$ cat config.mk
export PLATFORM = sky130hd
export DESIGN_NAME = tpw_period_wbuf
export DESIGN_NICKNAME = d
export VERILOG_FILES = /design/src/rtl/tpw_pkg.sv /design/src/rtl/tpw_byte_buf.sv /design/src/rtl/tpw_turn_detect.sv /design/src/rtl/tpw_xfer_ctrl.sv /design/src/rtl/tpw_period_wbuf.sv
export SDC_FILE = /design/constraint.sdc
export NUM_CORES = 1
export LEC_CHECK = 0
export BUFFER_PORTS_ARGS = -buffer_cell sky130_fd_sc_hd__buf_2
export CAP_MARGIN = 25
export CORE_ASPECT_RATIO = 0.75
export CORE_MARGIN = 5
export CORE_UTILIZATION = 40
export CTS_CLUSTER_DIAMETER = 40
export DETAILED_ROUTE_END_ITERATION = 6
export GPL_TIMING_DRIVEN = 0
export SLEW_MARGIN = 20
export SYNTH_ARGS = -nofsm -noshare
export SYNTH_HDL_FRONTEND = slang
export SYNTH_HIERARCHICAL = 1
export SYNTH_SLANG_ARGS = --single-unit
$ cat constraint.sdc
create_clock -name clk -period 3.4 [get_ports clk]
set_input_delay 0.34 -clock clk [delete_from_list [all_inputs] [get_ports clk]]
set_output_delay 0.34 -clock clk [all_outputs]
set_load 0.01 [all_outputs]
$ cat src/rtl/tpw_pkg.sv
package tpw_pkg;

  typedef enum logic [1:0] {
    XM_STOPPED = 2'd0,
    XM_EDGE    = 2'd1,
    XM_FREE    = 2'd2,
    XM_CENTER  = 2'd3
  } xfer_mode_e;

  function automatic xfer_mode_e decode_mode(input logic [1:0] sel,
                                             input logic center,
                                             input logic free_run);
    if (sel == 2'b00) return XM_STOPPED;
    if (center)       return XM_CENTER;
    if (free_run)     return XM_FREE;
    return XM_EDGE;
  endfunction

endpackage

$ cat src/rtl/tpw_byte_buf.sv
module tpw_byte_buf #(
  parameter int BYTE_W = 8,
  localparam int W = 2 * BYTE_W
) (
  input  logic              clk,
  input  logic              rst_n,
  input  logic              wr_hi,
  input  logic              wr_lo,
  input  logic [BYTE_W-1:0] wr_data,
  output logic [W-1:0]      buf_q,
  output logic [W-1:0]      buf_n,
  output logic              complete
);

  logic hi_seen_q, hi_seen_n;

  // half 0 is the low byte, half 1 the high byte
  for (genvar h = 0; h < 2; h++) begin : g_half
    logic              we;
    logic [BYTE_W-1:0] q;
    assign we = (h == 1) ? wr_hi : wr_lo;
    assign buf_n[h*BYTE_W +: BYTE_W] = we ? wr_data : q;
    always_ff @(posedge clk or negedge rst_n) begin
      if (!rst_n)  q <= '0;
      else if (we) q <= wr_data;
    end
    assign buf_q[h*BYTE_W +: BYTE_W] = q;
  end

  always_comb begin
    hi_seen_n = hi_seen_q;
    if (wr_lo)      hi_seen_n = 1'b0;
    else if (wr_hi) hi_seen_n = 1'b1;
  end

  always_ff @(posedge clk or negedge rst_n) begin
    if (!rst_n) hi_seen_q <= 1'b0;
    else        hi_seen_q <= hi_seen_n;
  end

  assign complete = wr_lo && (hi_seen_q || wr_hi);

endmodule

$ cat src/rtl/tpw_turn_detect.sv
module tpw_turn_detect
  import tpw_pkg::*;
#(
  parameter int W = 16
) (
  input  logic         clk,
  input  logic         rst_n,
  input  xfer_mode_e   mode,
  input  logic [W-1:0] cnt,
  input  logic         cnt_down,
  input  logic [W-1:0] period,
  output logic         evt
);

  localparam logic [W-1:0] ALL_ONES = {W{1'b1}};
  localparam logic [W-1:0] ZERO     = {W{1'b0}};

  logic [W-1:0] prev_q;
  logic         run_en;
  logic         stepped;

  assign run_en = (mode != XM_STOPPED);

  always_ff @(posedge clk or negedge rst_n) begin
    if (!rst_n)      prev_q <= '0;
    else if (run_en) prev_q <= cnt;
  end

  assign stepped = (prev_q != cnt);

  always_comb begin
    evt = 1'b0;
    unique case (mode)
      XM_EDGE:   evt = stepped && (prev_q == period) && (cnt == ZERO);
      XM_FREE:   evt = stepped && (prev_q == ALL_ONES) && (cnt == ZERO);
      XM_CENTER: evt = stepped && cnt_down && (prev_q == period) &&
                       (cnt == period - 1'b1);
      default:   evt = 1'b0;
    endcase
  end

endmodule

$ cat src/rtl/tpw_xfer_ctrl.sv
module tpw_xfer_ctrl
  import tpw_pkg::*;
#(
  parameter int W = 16
) (
  input  logic         clk,
  input  logic         rst_n,
  input  xfer_mode_e   mode,
  input  logic         complete,
  input  logic         restart,
  input  logic         evt,
  input  logic [W-1:0] buf_q,
  input  logic [W-1:0] buf_n,
  output logic [W-1:0] active_q,
  output logic         pending_q
);

  logic [W-1:0] active_n;
  logic         pending_n;
  logic         load_en;

  always_comb begin
    active_n  = active_q;
    pending_n = pending_q;
    load_en   = 1'b0;
    if (mode == XM_STOPPED) begin
      pending_n = 1'b0;
      if (complete) begin
        active_n = buf_n;
        load_en  = 1'b1;
      end else if (pending_q) begin
        active_n = buf_q;
        load_en  = 1'b1;
      end
    end else begin
      if (pending_q && evt && !restart) begin
        active_n  = buf_q;
        load_en   = 1'b1;
        pending_n = 1'b0;
      end
      if (restart)  pending_n = 1'b0;
      if (complete) pending_n = 1'b1;
    end
  end

  always_ff @(posedge clk or negedge rst_n) begin
    if (!rst_n)       active_q <= '0;
    else if (load_en) active_q <= active_n;
  end

  always_ff @(posedge clk or negedge rst_n) begin
    if (!rst_n) pending_q <= 1'b0;
    else        pending_q <= pending_n;
  end

endmodule

$ cat src/rtl/tpw_period_wbuf.sv
module tpw_period_wbuf
  import tpw_pkg::*;
#(
  parameter int BYTE_W = 8,
  localparam int W = 2 * BYTE_W
) (
  input  logic              clk,
  input  logic              rst_n,
  input  logic              wr_hi_i,
  input  logic              wr_lo_i,
  input  logic [BYTE_W-1:0] wr_data_i,
  input  logic [1:0]        clk_sel_i,
  input  logic              center_i,
  input  logic              free_run_i,
  input  logic [W-1:0]      cnt_i,
  input  logic              cnt_down_i,
  output logic [W-1:0]      period_o,
  output logic              pending_o,
  output logic [W-1:0]      rd_data_o
);

  xfer_mode_e   mode;
  logic [W-1:0] buf_q, buf_n;
  logic         complete;
  logic         evt;

  assign mode = decode_mode(clk_sel_i, center_i, free_run_i);

  tpw_byte_buf #(.BYTE_W(BYTE_W)) u_buf (
    .clk      (clk),
    .rst_n    (rst_n),
    .wr_hi    (wr_hi_i),
    .wr_lo    (wr_lo_i),
    .wr_data  (wr_data_i),
    .buf_q    (buf_q),
    .buf_n    (buf_n),
    .complete (complete)
  );

  tpw_turn_detect #(.W(W)) u_det (
    .clk      (clk),
    .rst_n    (rst_n),
    .mode     (mode),
    .cnt      (cnt_i),
    .cnt_down (cnt_down_i),
    .period   (period_o),
    .evt      (evt)
  );

  tpw_xfer_ctrl #(.W(W)) u_ctl (
    .clk       (clk),
    .rst_n     (rst_n),
    .mode      (mode),
    .complete  (complete),
    .restart   (wr_hi_i),
    .evt       (evt),
    .buf_q     (buf_q),
    .buf_n     (buf_n),
    .active_q  (period_o),
    .pending_q (pending_o)
  );

  assign rd_data_o = pending_o ? buf_q : period_o;

endmodule

; ---- Word-level counts from Yosys, hierarchy flattened
; Index checks and enable logic that the tools add are counted.
[totals]
regBits = 50
in_bits = 33
out_inout_bits = 33
elab_cells = 63
[op_classes]
addsub = 1
n_eq_ne = 7
n_mux = 29
n_reduce_logical = 20
[op_table]
columns = op, count
row1 = two-way mux 16 bit, 4
row2 = == test 16 bit, 2
row3 = == test 16 bit (second input constant), 1
row4 = zero test 16 bit, 1
row5 = two-way mux 1 bit, 16
row6 = two-way mux 8 bit, 2
row7 = != test 16 bit, 1
row8 = subtractor 16 x 1 -> 16 bit (second input constant), 1
row9 = two-way mux 2 bit, 6
row10 = logical AND 1 bit, 10
row11 = nonzero test 2 bit, 3
row12 = == test 2 bit (second input constant), 2
row13 = zero test 2 bit, 2
row14 = nonzero test 4 bit, 1
row15 = case mux 1 bit (3 select lines), 1
row16 = == test 2 x 1 -> 1 bit (second input constant), 1
row17 = AND reduction 2 bit, 1
row18 = zero test 1 bit, 1
row19 = logical OR 1 bit, 1

; ---- Depth between registers and ports, before layout
[logic_depth]
word_depth = 16
mapped_depth = 13
mapped_depth_nobuf = 12

; ---- By module
; The synthesis kept the hierarchy.
[by_module_without_submodules]
columns = module, instances, cells_per_inst, area_each_um2, seq_area_each_um2
row1 = tpw_turn_detect, 1, 178, 1682.9, 400.4
row2 = tpw_xfer_ctrl, 1, 57, 957.2, 425.4
row3 = tpw_byte_buf, 1, 37, 705.7, 425.4
row4 = tpw_period_wbuf, 1, 23, 269.0, 0.0

; ---- Worst setup path after synthesis
; OpenSTA, ideal clock, no wires.
[synth_timing]
kind = input to register
start = in center_i
end = reg u_ctl.active_q[15]
setup_ns = 0.125
t_arrival_ns = 3.006
required_ns = 3.275
setup_slack_ns = 0.269
cell_stages = 13
n_path_buf = 1
path_cell_list = inv_1 > a21oi_1 > ha_1 > nand2_1 > a2111oi_0 > nand3_1 > nor4_4 > nand4_1 > o31ai_2 > nand3b_1 > o31ai_4 > buf_4 > mux2_4
[synth_between]
elab_chain_cells = 12
elab_cells_between_ends = 19
cone_classes = eq/ne: 3 / mux: 11 / reduce/logical: 5
[synth_lines]
columns = item, line
row1 = start: declaration, tpw_period_wbuf.sv:13  ; input logic center_i,
row2 = two-way mux 2 bit, tpw_pkg.sv:14  ; if (center) return XM_CENTER;
row3 = two-way mux 2 bit, tpw_pkg.sv:15  ; if (free_run) return XM_FREE;
row4 = two-way mux 2 bit, tpw_pkg.sv:16  ; return XM_EDGE;
row5 = two-way mux 2 bit (*), tpw_pkg.sv:15
row6 = two-way mux 2 bit (*), tpw_pkg.sv:14
row7 = named net mode[0], tpw_period_wbuf.sv:22  ; xfer_mode_e mode;
row8 = == test 2 bit or == test 2 x 1 -> 1 bit (tied branches), tpw_turn_detect.sv:33  ; unique case (mode)
row9 = case mux 1 bit (3 select lines) (*), tpw_turn_detect.sv:33
row10 = named net evt, tpw_period_wbuf.sv:25  ; logic evt;
row11 = logical AND 1 bit (*) (2 in series), tpw_xfer_ctrl.sv:36  ; if (pending_q && evt && !restart) begin
row12 = two-way mux 1 bit, tpw_xfer_ctrl.sv:36
row13 = two-way mux 1 bit, tpw_xfer_ctrl.sv:26  ; if (mode == XM_STOPPED) begin
row14 = AND reduction 2 bit (no line) (*), -
row15 = end signal: assignment, tpw_xfer_ctrl.sv:48  ; else if (load_en) active_q <= active_n;
row16 = end: declaration, tpw_xfer_ctrl.sv:14  ; output logic [W-1:0] active_q,
; The timed path passes the listed nets; every way through them passes the cells marked *. The select of a mux whose other input is x is not followed.
; A chain may end at the register's enable or synchronous reset.

; ---- Worst setup path in the final report
[layout_timing]
start = reg u_ctl.active_q[1]
end = reg u_ctl.active_q[15]
[layout_between]
elab_chain_cells = 9
elab_cells_between_ends = 14
cone_classes = add/sub: 1 / eq/ne: 2 / mux: 3 / reduce/logical: 8
[layout_lines]
columns = item, line
row1 = subtractor 16 x 1 -> 16 bit or == test 16 bit (tied branches), "tpw_turn_detect.sv:37, tpw_turn_detect.sv:34, tpw_turn_detect.sv:36"
row2 = "== test 16 bit, or another cell as far along", tpw_turn_detect.sv:37  ; (cnt == period - 1'b1);
row3 = "logical AND 1 bit, on equally long branches", "tpw_turn_detect.sv:36, tpw_turn_detect.sv:34"
row4 = case mux 1 bit (3 select lines) (*), tpw_turn_detect.sv:33
row5 = named net evt, tpw_period_wbuf.sv:25
row6 = logical AND 1 bit (*) (2 in series), tpw_xfer_ctrl.sv:36
row7 = two-way mux 1 bit, tpw_xfer_ctrl.sv:36
row8 = two-way mux 1 bit, tpw_xfer_ctrl.sv:26
row9 = AND reduction 2 bit (no line) (*), -
; The timed path passes the listed nets; every way through them passes the cells marked *.

==> results.toml <==
[detailed_routing]
antenna_left = 0
totalWireLength_mm = 9.545
via_count = 2586
drt_iter0_markers = 125
wl_per_cell_um = 19.44
vias_per_cell = 5.267
drc = 0
firstDrtPassIters = 4

[floorplanning]
rows = 30
core_area_um2 = 8934
io-pin-count = 66
initial_core_util_pct = 40.46
die_area_um2 = 11060
die_w_um = 119.8
fp.dieH_um = 92.33

[clock_network]
clk_latency_ns = 0.29
clock_path_buffers = 2
cts_root_buf = "clkbuf_16"
cts_tree = "done"
clk_pin_slew_ns = 0.07
cts_buffers = 5
cts_sinks = 50
ctsHoldBuffers = 0
cts_max_level = 2

[finish]
ff_latch_area_um2 = 1254
nFillCells = 851
multiInputGateArea_um2 = 2232
drive_gt1_share_pct = 50.40
syn2layout_area_growth_pct = 21.25
antenna_cells = 0
layout.nets = 416

[place]
dp_hpwl_mm = 7.064
place_congestion = 0.9156
place_ws_ns = -0.3256
port_buffers = 63

[power_and_ir_drop]
p_clk_share_pct = 21.9
leakagePower_nw = 1.908
net-switching-power_w = 0.0009450
comb_power_share_pct = 43.5
sw_frac_of_total_pct = 36.30
intPower_w = 0.001658
powerDensity_nw_per_um2 = 593.9
ir_drop_uv = 280.9
p_seq_share_pct = 34.7

[setup_path]
worst-r2r-cell-count = 12
critPathKind = "reg -> reg"
cp.required_ns = 3.57
cp_max_fo = 8
r2r-end = "u_ctl/active_q[15]$_DFFE_PN0P_"
worst-r2r-setup-slack_ns = 0.11
regToRegStartpoint = "u_ctl/active_q[1]$_DFFE_PN0P_"
worst_ep_arrival_time_ns = 3.46
cp-end-kind = "flop"
cp-start-kind = "flop"

[synth]
synth_area_leaders = "dfrtp_1 (35%), mux2_4 (19%), mux2_2 (11%), xnor2_1 (8.0%), xor2_1 (5.1%)"
synth_flop_cell = "dfrtp_1"
yosys.area.top_type = "dfrtp_1"
synth-edff-count = 0
synth.avg_cell_area_um2 = 12.25
async_reset_ff_share_pct = 100.0
syn_inst = 295
synth-seq-cells = 50
synth_warnings = 6
syn_area_um2 = 3615
synth_top_cell_area_share_pct = 34.61
mappedNetlistNets = 333
synth.distinct_cells = 50
yosysSeqAreaShare_pct = 34.61

[global_route]
grtUsageMet2_pct = 25.23
grt_use_total_pct = 17.42
grt_max_degree = 51
grt_pass1_wl_mm = 15.21
grt_pass1_vias = 2631
grt_use_met3_pct = 2.991
grt_antenna_before_repair = 0
busiest_layer = "met1"
grt-ovfl-total = 0
grt_util_met1_pct = 27.64

[sta]
setup_viol = 0
final_hold_viol_count = 0
worst_pin_slew_ns = 0.6547
hold_ws_ns = 0.08470
finalCritPeriodShare_pct = 96.63
fmax_mhz = 304.4
period_needed_ns = 3.286
worst_clock_skew_ns = 0.007038
slew_headroom_pct = 56.36
maxSlewViolCount = 0
setup_ws_ns = 0.1145

[run_status]
status = "finished, final reports clean"

[worst_hold_path]
hold_path.class = "in -> async"

[flow_run]
cap_violations = 0
layer usage:
metal / wire (um) / vias to the layer above
met5: 0 / -
met4: 29 / 0
met3: 487 / 2
met2: 4016 / 69
met1: 5011 / 1282
li1: - / 1233
flip-flops by register name, indices dropped and copies added (netlist names):
signal / cells
u_buf/g_half.q: 16
u_ctl/active_q: 16
u_det/prev_q: 16
u_buf/hi_seen_q: 1
u_ctl/pending_q: 1
layout make-up:
| class | instances | area share, % |
|---|---|---|
| multi-input combinational | 224 | 50.93 |
| sequential | 50 | 28.60 |
| timing repair buffer | 76 | 9.563 |
| buffer | 14 | 3.311 |
| tap | 112 | 3.197 |
| clock buffer | 6 | 2.940 |
| clock inverter | 2 | 0.8564 |
| inverter | 7 | 0.5995 |
power groups by stage:
stage | Combinational, W | Sequential (W) | Clock [W]
global placement | 0.00106 | 0.000917 | 0
finish | 0.00113 | 0.000902 | 0.000569
floorplan | 0.000734 | 0.000885 | 0
global route | 0.00123 | 0.000922 | 0.000609
detailed placement | 0.00107 | 0.000918 | 0
CTS | 0.00108 | 0.000910 | 0.000589
synthesized netlist by cell type (2+ instances only):
cell / number
inv_1: 7
nand4_1: 11
a21oi_1: 4
buf_12: 2
nand2_1: 8
buf_4: 2
mux2_2: 34
buf_6: 5
nor2_1: 11
mux2_4: 46
ha_1: 5
o21ai_0: 3
o21a_1: 2
dfrtp_1: 50
nor4_1: 12
nand2b_1: 2
xnor2_1: 33
clkbuf_1: 2
xor2_1: 21
nand3_1: 4
nor3_1: 2
timing repair:
| action | in CTS | in global routing |
|---|---|---|
| gates resized for setup | 5 | 7 |
| cloned | 1 | 0 |
| endpoints found under the setup margin | 10 | 16 |
| setup buffers | 1 | 11 |
| pin swaps | 1 | 1 |
| hold endpoints to repair | 0 | 0 |
placed cells by master (no fill, tap or decap), types with 10 or more instances in the layout:
| master | Yosys | final |
|---|---|---|
| mux2_2 | 34 | 34 |
| xnor2_1 | 33 | 32 |
| nor4_1 | 12 | 12 |
| dfrtp_1 | 50 | 48 |
| mux2_4 | 46 | 46 |
| nand4_1 | 11 | 11 |
| buf_4 | 2 | 14 |
| nor2_1 | 11 | 10 |
| buf_2 | 0 | 62 |
| xor2_1 | 21 | 21 |
cells by family after synthesis:
kind of cell    Yosys count  synth area share, %
fa+ha+maj                 5                1.731
buf+inv                  21                4.638
flops                    50                34.61
mux                      80                29.70
compound gates           21                4.881
xor+xnor                 54                13.08
simple gates             64                11.35
per-stage QoR:
step / setup TNS [ns] / utilization (%) / cell area (um^2) / std cells / total power [W]
floorplan: 0 / - / 3615 / 295 / 0.001619
global placement: -4.078 / 45.56 / 4070 / 470 / 0.001976
detailed placement: -3.435 / 45.59 / 4073 / 470 / 0.001984
CTS: 0 / 47.73 / 4264 / 480 / 0.002576
global route: -1.171 / 49.06 / 4383 / 491 / 0.002761
finish: 0 / 49.06 / 4383 / 491 / 0.002603
worst max-delay path by stage:
stage                                        startpoint  cells after the start  slack (ns)                              to
after floorplan                                center_i                     13        0.27  u_ctl/active_q[15]$_DFFE_PN0P_
after global placement                         center_i                     14       -0.36   u_ctl/active_q[5]$_DFFE_PN0P_
after detailed placement                       center_i                     14       -0.33  u_ctl/active_q[15]$_DFFE_PN0P_
after CTS                 u_ctl/active_q[0]$_DFFE_PN0P_                     12        0.02  u_ctl/active_q[15]$_DFFE_PN0P_
after global routing      u_ctl/active_q[1]$_DFFE_PN0P_                     12       -0.09  u_ctl/active_q[15]$_DFFE_PN0P_
final                     u_ctl/active_q[1]$_DFFE_PN0P_                     12        0.11  u_ctl/active_q[15]$_DFFE_PN0P_
worst max-delay path, cell delays in order, from the launching register on:
cell and delay, ns:
dfrtp_2 0.47, inv_1 0.08, ha_1 0.19, or4b_4 0.54
nor3_4 0.19, xnor2_1 0.11, a311oi_2 0.18, nand4_1 0.18
o31ai_4 0.36, nand3b_1 0.17, o31ai_4 0.16, buf_6 0.22
mux2_4 0.31
No activity file was read; power rests on OpenSTA's default activity.
